File: config.mk
export PLATFORM = sky130hd
export DESIGN_NAME = pwm_hb_top
export DESIGN_NICKNAME = d
export VERILOG_FILES = /design/src/rtl/pwm_hb_pkg.sv /design/src/rtl/pwm_timebase.sv /design/src/rtl/pwm_deadband.sv /design/src/rtl/pwm_fault_latch.sv /design/src/rtl/pwm_hb_top.sv
export SDC_FILE = /design/constraint.sdc
export NUM_CORES = 1
export LEC_CHECK = 0
export BUFFER_PORTS_ARGS = -buffer_cell sky130_fd_sc_hd__buf_2
export CORE_ASPECT_RATIO = 0.5
export CORE_MARGIN = 2
export CORE_UTILIZATION = 40
export DETAILED_ROUTE_END_ITERATION = 7
export GPL_TIMING_DRIVEN = 0
export SYNTH_ARGS = -nofsm -noshare
export SYNTH_HDL_FRONTEND = slang
export SYNTH_HIERARCHICAL = 1
export SYNTH_SLANG_ARGS = --single-unit
File: constraint.sdc
create_clock -name clk -period 2.92 [get_ports clk]
set_clock_uncertainty 0.2 [all_clocks]
set_input_delay 0.584 -clock clk [delete_from_list [all_inputs] [get_ports clk]]
set_output_delay 0.584 -clock clk [all_outputs]
set_load 0.02 [all_outputs]
File: src/rtl/pwm_hb_pkg.sv
`timescale 1ns/1ps
package pwm_hb_pkg;
  typedef enum logic [1:0] {
    SAFE_LOW  = 2'b00,
    SAFE_HIGH = 2'b01,
    SAFE_OFFA = 2'b10,
    SAFE_OFFB = 2'b11
  } safe_code_e;

  localparam int NUM_PINS  = 4;
  localparam int NUM_SIDES = 2;
  localparam int NUM_SRC   = 3;
endpackage

File: src/rtl/pwm_timebase.sv
`timescale 1ns/1ps
module pwm_timebase #(
  parameter int CNT_W = 8
) (
  input  logic             clk,
  input  logic             rst_n,
  input  logic [CNT_W-1:0] period_i,
  input  logic [CNT_W-1:0] duty_i,
  output logic             start_o,
  output logic             raw_o
);
  logic [CNT_W-1:0] cnt_q, cnt_d;

  always_comb begin
    if (cnt_q >= period_i) cnt_d = '0;
    else                   cnt_d = cnt_q + 1'b1;
  end

  always_ff @(posedge clk or negedge rst_n) begin
    if (!rst_n) cnt_q <= '0;
    else        cnt_q <= cnt_d;
  end

  assign start_o = (cnt_q == '0);
  assign raw_o   = (cnt_q < duty_i);
endmodule

File: src/rtl/pwm_deadband.sv
`timescale 1ns/1ps
module pwm_deadband #(
  parameter int DLY_W    = 7,
  parameter int TCY_CLKS = 4
) (
  input  logic             clk,
  input  logic             rst_n,
  input  logic             in_i,
  input  logic [DLY_W-1:0] dly_i,
  output logic             out_o
);
  localparam int CW = DLY_W + $clog2(TCY_CLKS) + 1;

  logic [CW-1:0] dly_clks;
  logic [CW-1:0] cnt_q, cnt_d;
  logic          cnt_en;
  logic          done;

  assign dly_clks = CW'(dly_i) * CW'(TCY_CLKS);
  assign done     = (cnt_q >= dly_clks);

  always_comb begin
    cnt_en = 1'b0;
    cnt_d  = cnt_q;
    if (!in_i) begin
      cnt_en = (cnt_q != '0);
      cnt_d  = '0;
    end else if (!done) begin
      cnt_en = 1'b1;
      cnt_d  = cnt_q + 1'b1;
    end
  end

  always_ff @(posedge clk or negedge rst_n) begin
    if (!rst_n)      cnt_q <= '0;
    else if (cnt_en) cnt_q <= cnt_d;
  end

  assign out_o = in_i & done;


  dly_rise_chk: assert property (@(posedge clk) disable iff (!rst_n)
    ($rose(out_o) && (dly_i != '0)) |-> $past(in_i));
endmodule

File: src/rtl/pwm_fault_latch.sv
`timescale 1ns/1ps
module pwm_fault_latch #(
  parameter int SYNC_STAGES = 2
) (
  input  logic       clk,
  input  logic       rst_n,
  input  logic       cmp1_i,
  input  logic       cmp2_i,
  input  logic       fault_n_i,
  input  logic [2:0] src_sel_i,
  input  logic       auto_restart_i,
  input  logic       flag_clr_i,
  input  logic       period_start_i,
  output logic       force_o,
  output logic       flag_o
);
  logic [2:0]             src_vec;
  logic                   trip_raw;
  logic [SYNC_STAGES-1:0] sync_q, sync_d;
  logic                   trip_sync;
  logic                   flag_q, flag_d;
  logic                   hold_q, hold_d;

  assign src_vec  = {~fault_n_i, cmp2_i, cmp1_i};
  assign trip_raw = |(src_sel_i & src_vec);

  assign sync_d    = {sync_q[SYNC_STAGES-2:0], trip_raw};
  assign trip_sync = sync_q[SYNC_STAGES-1];

  always_comb begin
    if (trip_sync)                         flag_d = 1'b1;
    else if (auto_restart_i || flag_clr_i) flag_d = 1'b0;
    else                                   flag_d = flag_q;
  end

  always_comb begin
    if (flag_q)              hold_d = 1'b1;
    else if (period_start_i) hold_d = 1'b0;
    else                     hold_d = hold_q;
  end

  always_ff @(posedge clk or negedge rst_n) begin
    if (!rst_n) begin
      sync_q <= '0;
      flag_q <= 1'b0;
      hold_q <= 1'b0;
    end else begin
      sync_q <= sync_d;
      flag_q <= flag_d;
      hold_q <= hold_d;
    end
  end

  assign force_o = trip_raw | flag_q | (hold_q & ~period_start_i);
  assign flag_o  = flag_q;


  flag_set_chk: assert property (@(posedge clk) disable iff (!rst_n)
    trip_sync |=> flag_q);

  clr_block_chk: assert property (@(posedge clk) disable iff (!rst_n)
    (flag_q && trip_sync && flag_clr_i) |=> flag_q);

  manual_hold_chk: assert property (@(posedge clk) disable iff (!rst_n)
    (flag_q && !auto_restart_i && !flag_clr_i) |=> flag_q);

  resume_wait_chk: assert property (@(posedge clk) disable iff (!rst_n)
    ($fell(flag_q) && !period_start_i) |-> force_o);
endmodule

File: src/rtl/pwm_hb_top.sv
`timescale 1ns/1ps
module pwm_hb_top
  import pwm_hb_pkg::*;
#(
  parameter int CNT_W       = 8,
  parameter int DLY_W       = 7,
  parameter int TCY_CLKS    = 4,
  parameter int SYNC_STAGES = 2
) (
  input  logic             clk,
  input  logic             rst_n,
  input  logic [CNT_W-1:0] period,
  input  logic [CNT_W-1:0] duty,
  input  logic [DLY_W-1:0] dly_cnt,
  input  logic [2:0]       src_sel,
  input  logic             cmp1_trip,
  input  logic             cmp2_trip,
  input  logic             fault_n,
  input  logic [1:0]       safe_ac,
  input  logic [1:0]       safe_bd,
  input  logic             auto_restart,
  input  logic             flag_clr,
  output logic [3:0]       pin_out,
  output logic [3:0]       pin_oe,
  output logic             shut_flag
);
  logic [1:0]           rst_q;
  logic                 rst_n_s;
  logic                 start, raw, force_safe;
  logic [NUM_SIDES-1:0] side_in, side_out;

  always_ff @(posedge clk or negedge rst_n) begin
    if (!rst_n) rst_q <= 2'b00;
    else        rst_q <= {rst_q[0], 1'b1};
  end
  assign rst_n_s = rst_q[1];

  pwm_timebase #(.CNT_W(CNT_W)) u_tb (
    .clk(clk), .rst_n(rst_n_s), .period_i(period), .duty_i(duty),
    .start_o(start), .raw_o(raw)
  );

  pwm_fault_latch #(.SYNC_STAGES(SYNC_STAGES)) u_flt (
    .clk(clk), .rst_n(rst_n_s), .cmp1_i(cmp1_trip), .cmp2_i(cmp2_trip),
    .fault_n_i(fault_n), .src_sel_i(src_sel), .auto_restart_i(auto_restart),
    .flag_clr_i(flag_clr), .period_start_i(start),
    .force_o(force_safe), .flag_o(shut_flag)
  );

  // side 0 = high side, side 1 = low side
  assign side_in[0] = raw  & ~force_safe;
  assign side_in[1] = ~raw & ~force_safe;

  for (genvar s = 0; s < NUM_SIDES; s++) begin : g_side
    pwm_deadband #(.DLY_W(DLY_W), .TCY_CLKS(TCY_CLKS)) u_db (
      .clk(clk), .rst_n(rst_n_s), .in_i(side_in[s]), .dly_i(dly_cnt),
      .out_o(side_out[s])
    );
  end

  for (genvar p = 0; p < NUM_PINS; p++) begin : g_pin
    safe_code_e code;
    logic       drive;
    assign code  = safe_code_e'((p % 2 == 0) ? safe_ac : safe_bd);
    assign drive = side_out[p % 2];
    always_comb begin
      if (!rst_n_s) begin
        pin_out[p] = 1'b0;
        pin_oe[p]  = 1'b1;
      end else if (force_safe) begin
        pin_out[p] = (code == SAFE_HIGH);
        pin_oe[p]  = (code == SAFE_LOW) || (code == SAFE_HIGH);
      end else begin
        pin_out[p] = drive;
        pin_oe[p]  = 1'b1;
      end
    end
  end


  no_overlap_chk: assert property (@(posedge clk) disable iff (!rst_n_s)
    !(side_out[0] && side_out[1]));
endmodule

==> flow_summary.ini <==
[grt]
antenna_found_initial = 0
grt_start_max_net_pins = 39
grt_pass1_vias = 2283
grt_usage_pct = 18.37
grt_pass1_wl_um = 10410
grt_overflow = 0

[sta]
setup_viol = 8
finalHoldViolations = 0
slew_violations = 0
max_freq_ghz = 0.2904
timing.slew.headroom_pct = 44.69
finalCriticalPeriod_ps = 3443
rsz0062_at_grt = yes
worst_pin_slew_ps = 829.7
setup_slack_ps = -523.3
setup_tns_ps = -3121
post-route-period-util_pct = 117.9

[worst_setup_path]
cp.depth = 14
required_ps = 2140
crit_top_cell = buf_6
path_delay_family = simple AND/OR/NAND/NOR gates
path_cells = inv_2, ha_4, or4b_4, nor4_4, inv_1, a21o_1, or2_4, nor2b_4, inv_4, nor2_2, nand3b_1, nand2_2, buf_6, buf_6
rr_worst_depth = 13
cpPeakStageDelay_ps = 460
crit_slowest_cell = or4b_4
path_max_fanout = 4
crit_buf_inv = 5
worstPathArrival_ps = 2660
start_kind = flop
path_class = flop to output port
end_kind = output port

[power]
power.share.sequential_pct = 33.3
power.density_nw_per_um2 = 560.3
leakagePower_nw = 1.773
swShare_pct = 33.74
p_clk_share_pct = 28.3
p_sw_w = 0.0006440
comb_power_share_pct = 38.4
power.total_w = 0.001908
peakVddDrop_mv = 0.2246
intPower_w = 0.001264

[detailed_routing]
detail-route-antenna-nets = 0
via_per_inst = 5.045
vias = 2225
drc = 0
routed_wl_um = 5787
drtIter0Drc = 65
wl_per_cell_um = 13.12
firstDrtPassIters = 4

[floorplan]
dieHeight_um = 60.89
ios = 46
num_rows = 20
start_util_pct = 42.05
die-area_sq_um = 7170
fp.dieW_um = 117.8
core_sq_um = 6156

[clock_tree]
tritoncts = built
cts_sinks = 34
cts-root-buf = clkbuf_16
cts_max_path_buffers = 2
clkTransAtPathRegs_ps = 60
cts-buffers-inserted = 5
cts_htree_levels = 2
clk_latency_ps = 280

[yosys]
syn_inst = 280
syn_nets = 352
ys.warnings.count = 6
synthAdderAreaFrac_pct = 16.92
synthFlopType = dfrtp_1
ys_ff_latch = 34
synth_area_sq_um = 2589
ys_async_sr_fraction_pct = 100.0
synth_edf_count = 0
synth_mux_area_share_pct = 3.480
synth_simple_gate_area_share_pct = 22.23
synth_top_family_by_area = simple AND/OR/NAND/NOR gates
syn_area_per_cell_sq_um = 9.245
synth_compound_area_share_pct = 14.02
ys_types = 57
synth_xor_area_share_pct = 2.368
ys_seq_area_share_pct = 32.87

[cells_and_area]
fill_cells = 571
nNetsFinal = 424
synthToLayoutAreaGrowth_pct = 31.56
antenna_cells = 0
drive_gt1_share_pct = 34.28

[worst_hold_path]
hold_class = flop to flop
whs_path_depth = 0

[run]
cap_violations = 0

[place]
pre_cts_ws_ps = -557.9
gp_congestion = 0.7908
io_buffers = 45
hpwl_um = 4187

[outcome]
violations = setup timing
status = finished with violations
==> registers in the layout, summed over array words and instances, names as in the netlist <==
register / cells
u_tb/cnt_q: 8
u_flt/sync_q: 2
u_flt/flag_o: 1
g_side.u_db/cnt_q: 20
u_flt/hold_q: 1
rst_q: 2
==> path summary, 6_finish.rpt <==
kind | startpoint | to | slack, ps
min | u_flt/sync_q[0] | u_flt/sync_q[1] | 150
min reg2reg | u_flt/sync_q[0] | u_flt/sync_q[1] | 150
max reg2reg | u_tb/cnt_q[1] | g_side[0].u_db/cnt_q[0] | 90
max in group asynchronous | rst_q[1] | u_tb/cnt_q[2] | 1780
min in group asynchronous | rst_q[1] | g_side[1].u_db/cnt_q[2] | 180
max | u_tb/cnt_q[1] | pin_out[2] | -520
==> worst register-to-register path, stage by stage, from the launching register on <==
cell	delay [ps]
dfrtp_1	400
inv_2	80
ha_4	120
or4b_4	460
nor4_4	140
inv_1	70
a21o_1	170
or2_4	270
nor2b_4	150
inv_4	50
buf_4	120
buf_4	140
o22ai_1	230
a22o_1	170
==> Yosys cell counts, types with 2 or more instances <==
library cell  count  area, sq um
nor2_1           26        97.59
a41oi_1           2        17.52
ha_1             35        437.9
a22o_1            2        17.52
a21o_1            3        22.52
a21oi_1           8        40.04
a32o_1            2        20.02
nor3_1            2        10.01
nor2b_1           4        25.02
buf_6             2        22.52
o21ai_0           2        10.01
nand2b_1         10        62.56
xor2_1            3        26.28
nand3b_1          2        15.01
nand3_1          10        50.05
nor4_1            2        12.51
and2_1            3        18.77
mux2i_1           9        90.09
dfrtp_1          34        850.8
and3_1            7        43.79
a211oi_1          3        22.52
buf_4             4        30.03
clkbuf_1          2        7.510
nand2_1          21        78.83
nand4_1           4        25.02
or4b_2            2        20.02
xnor2_1           4        35.03
a211o_1           2        17.52
inv_1            39        146.4
o22ai_1           2        12.51
a31o_2            2        17.52
nand4b_1          2        17.52
==> stage by stage <==
| step | hold slack (ps) | utilization (%) | cell area, sq um | cells |
|---|---|---|---|---|
| after floorplan | 88.41 | - | 2623 | 280 |
| after global placement | 135.3 | 48.05 | 2958 | 413 |
| after detailed placement | 137.9 | 48.07 | 2959 | 413 |
| after CTS | 150.3 | 54.65 | 3364 | 445 |
| after global routing | 163.9 | 55.33 | 3406 | 441 |
| final | 148.8 | 55.33 | 3406 | 441 |
==> layer usage <==
metal	GRT usage (%)	routed length, um	vias to the layer above	part of all wire, %
li1	-	-	1114	-
met1	22.37	2641	1062	46
met2	33.64	2837	40	49
met3	3.853	236	9	4.1
met4	6.368	72	0	1.2
met5	0	0	-	0
==> cell usage in the layout (no fill, tap or decap), types with 4 or more instances in the layout <==
cell type	instances
ha_1	33
buf_4	20
xnor2_1	4
dfrtp_1	32
buf_6	13
inv_1	35
mux2i_1	9
and3_1	7
nor2_2	5
nand2_1	19
nand4_1	4
nor2_1	21
clkbuf_16	5
nand2b_1	9
nand3_1	10
a21oi_1	7
buf_2	37
==> final cells by class <==
type | count | area (sq um) | area share (%)
multi-input cells | 199 | 1635 | 48.02
flip-flops and latches | 34 | 853.3 | 25.06
repair buffers | 65 | 431.7 | 12.67
inverters | 39 | 151.4 | 4.445
clock buffers | 6 | 138.9 | 4.078
well taps | 88 | 110.1 | 3.233
plain buffers | 8 | 72.57 | 2.131
clock inverters | 2 | 12.51 | 0.3674
==> cell families (layout without fill, tap and decap cells) <==
family | after synthesis | in the layout
other cells | 1 | 1
mux | 9 | 9
buf+inv | 47 | 120
compound gates | 42 | 42
simple gates | 105 | 105
fa+ha+maj | 35 | 35
xor+xnor | 7 | 7
flops | 34 | 34
==> power by group through the flow <==
stage	clock [W]	combinational [W]	sequential (W)
after floorplan	0	0.000372	0.000621
after global placement	0	0.000467	0.000647
after detailed placement	0	0.000483	0.000651
after CTS	0.000551	0.000708	0.000633
after global routing	0.000578	0.000838	0.000651
final	0.000539	0.000733	0.000636
==> timing repair <==
| item | 4_1_cts | 5_1_grt |
|---|---|---|
| hold buffers | 1 | 0 |
| setup buffers | 23 | 3 |
| hold endpoints to repair | 2 | 0 |
| pin swaps | 12 | 7 |
| endpoints found under the setup margin | 11 | 26 |
| resized for setup | 25 | 14 |
(Power assumes the default switching activity.)
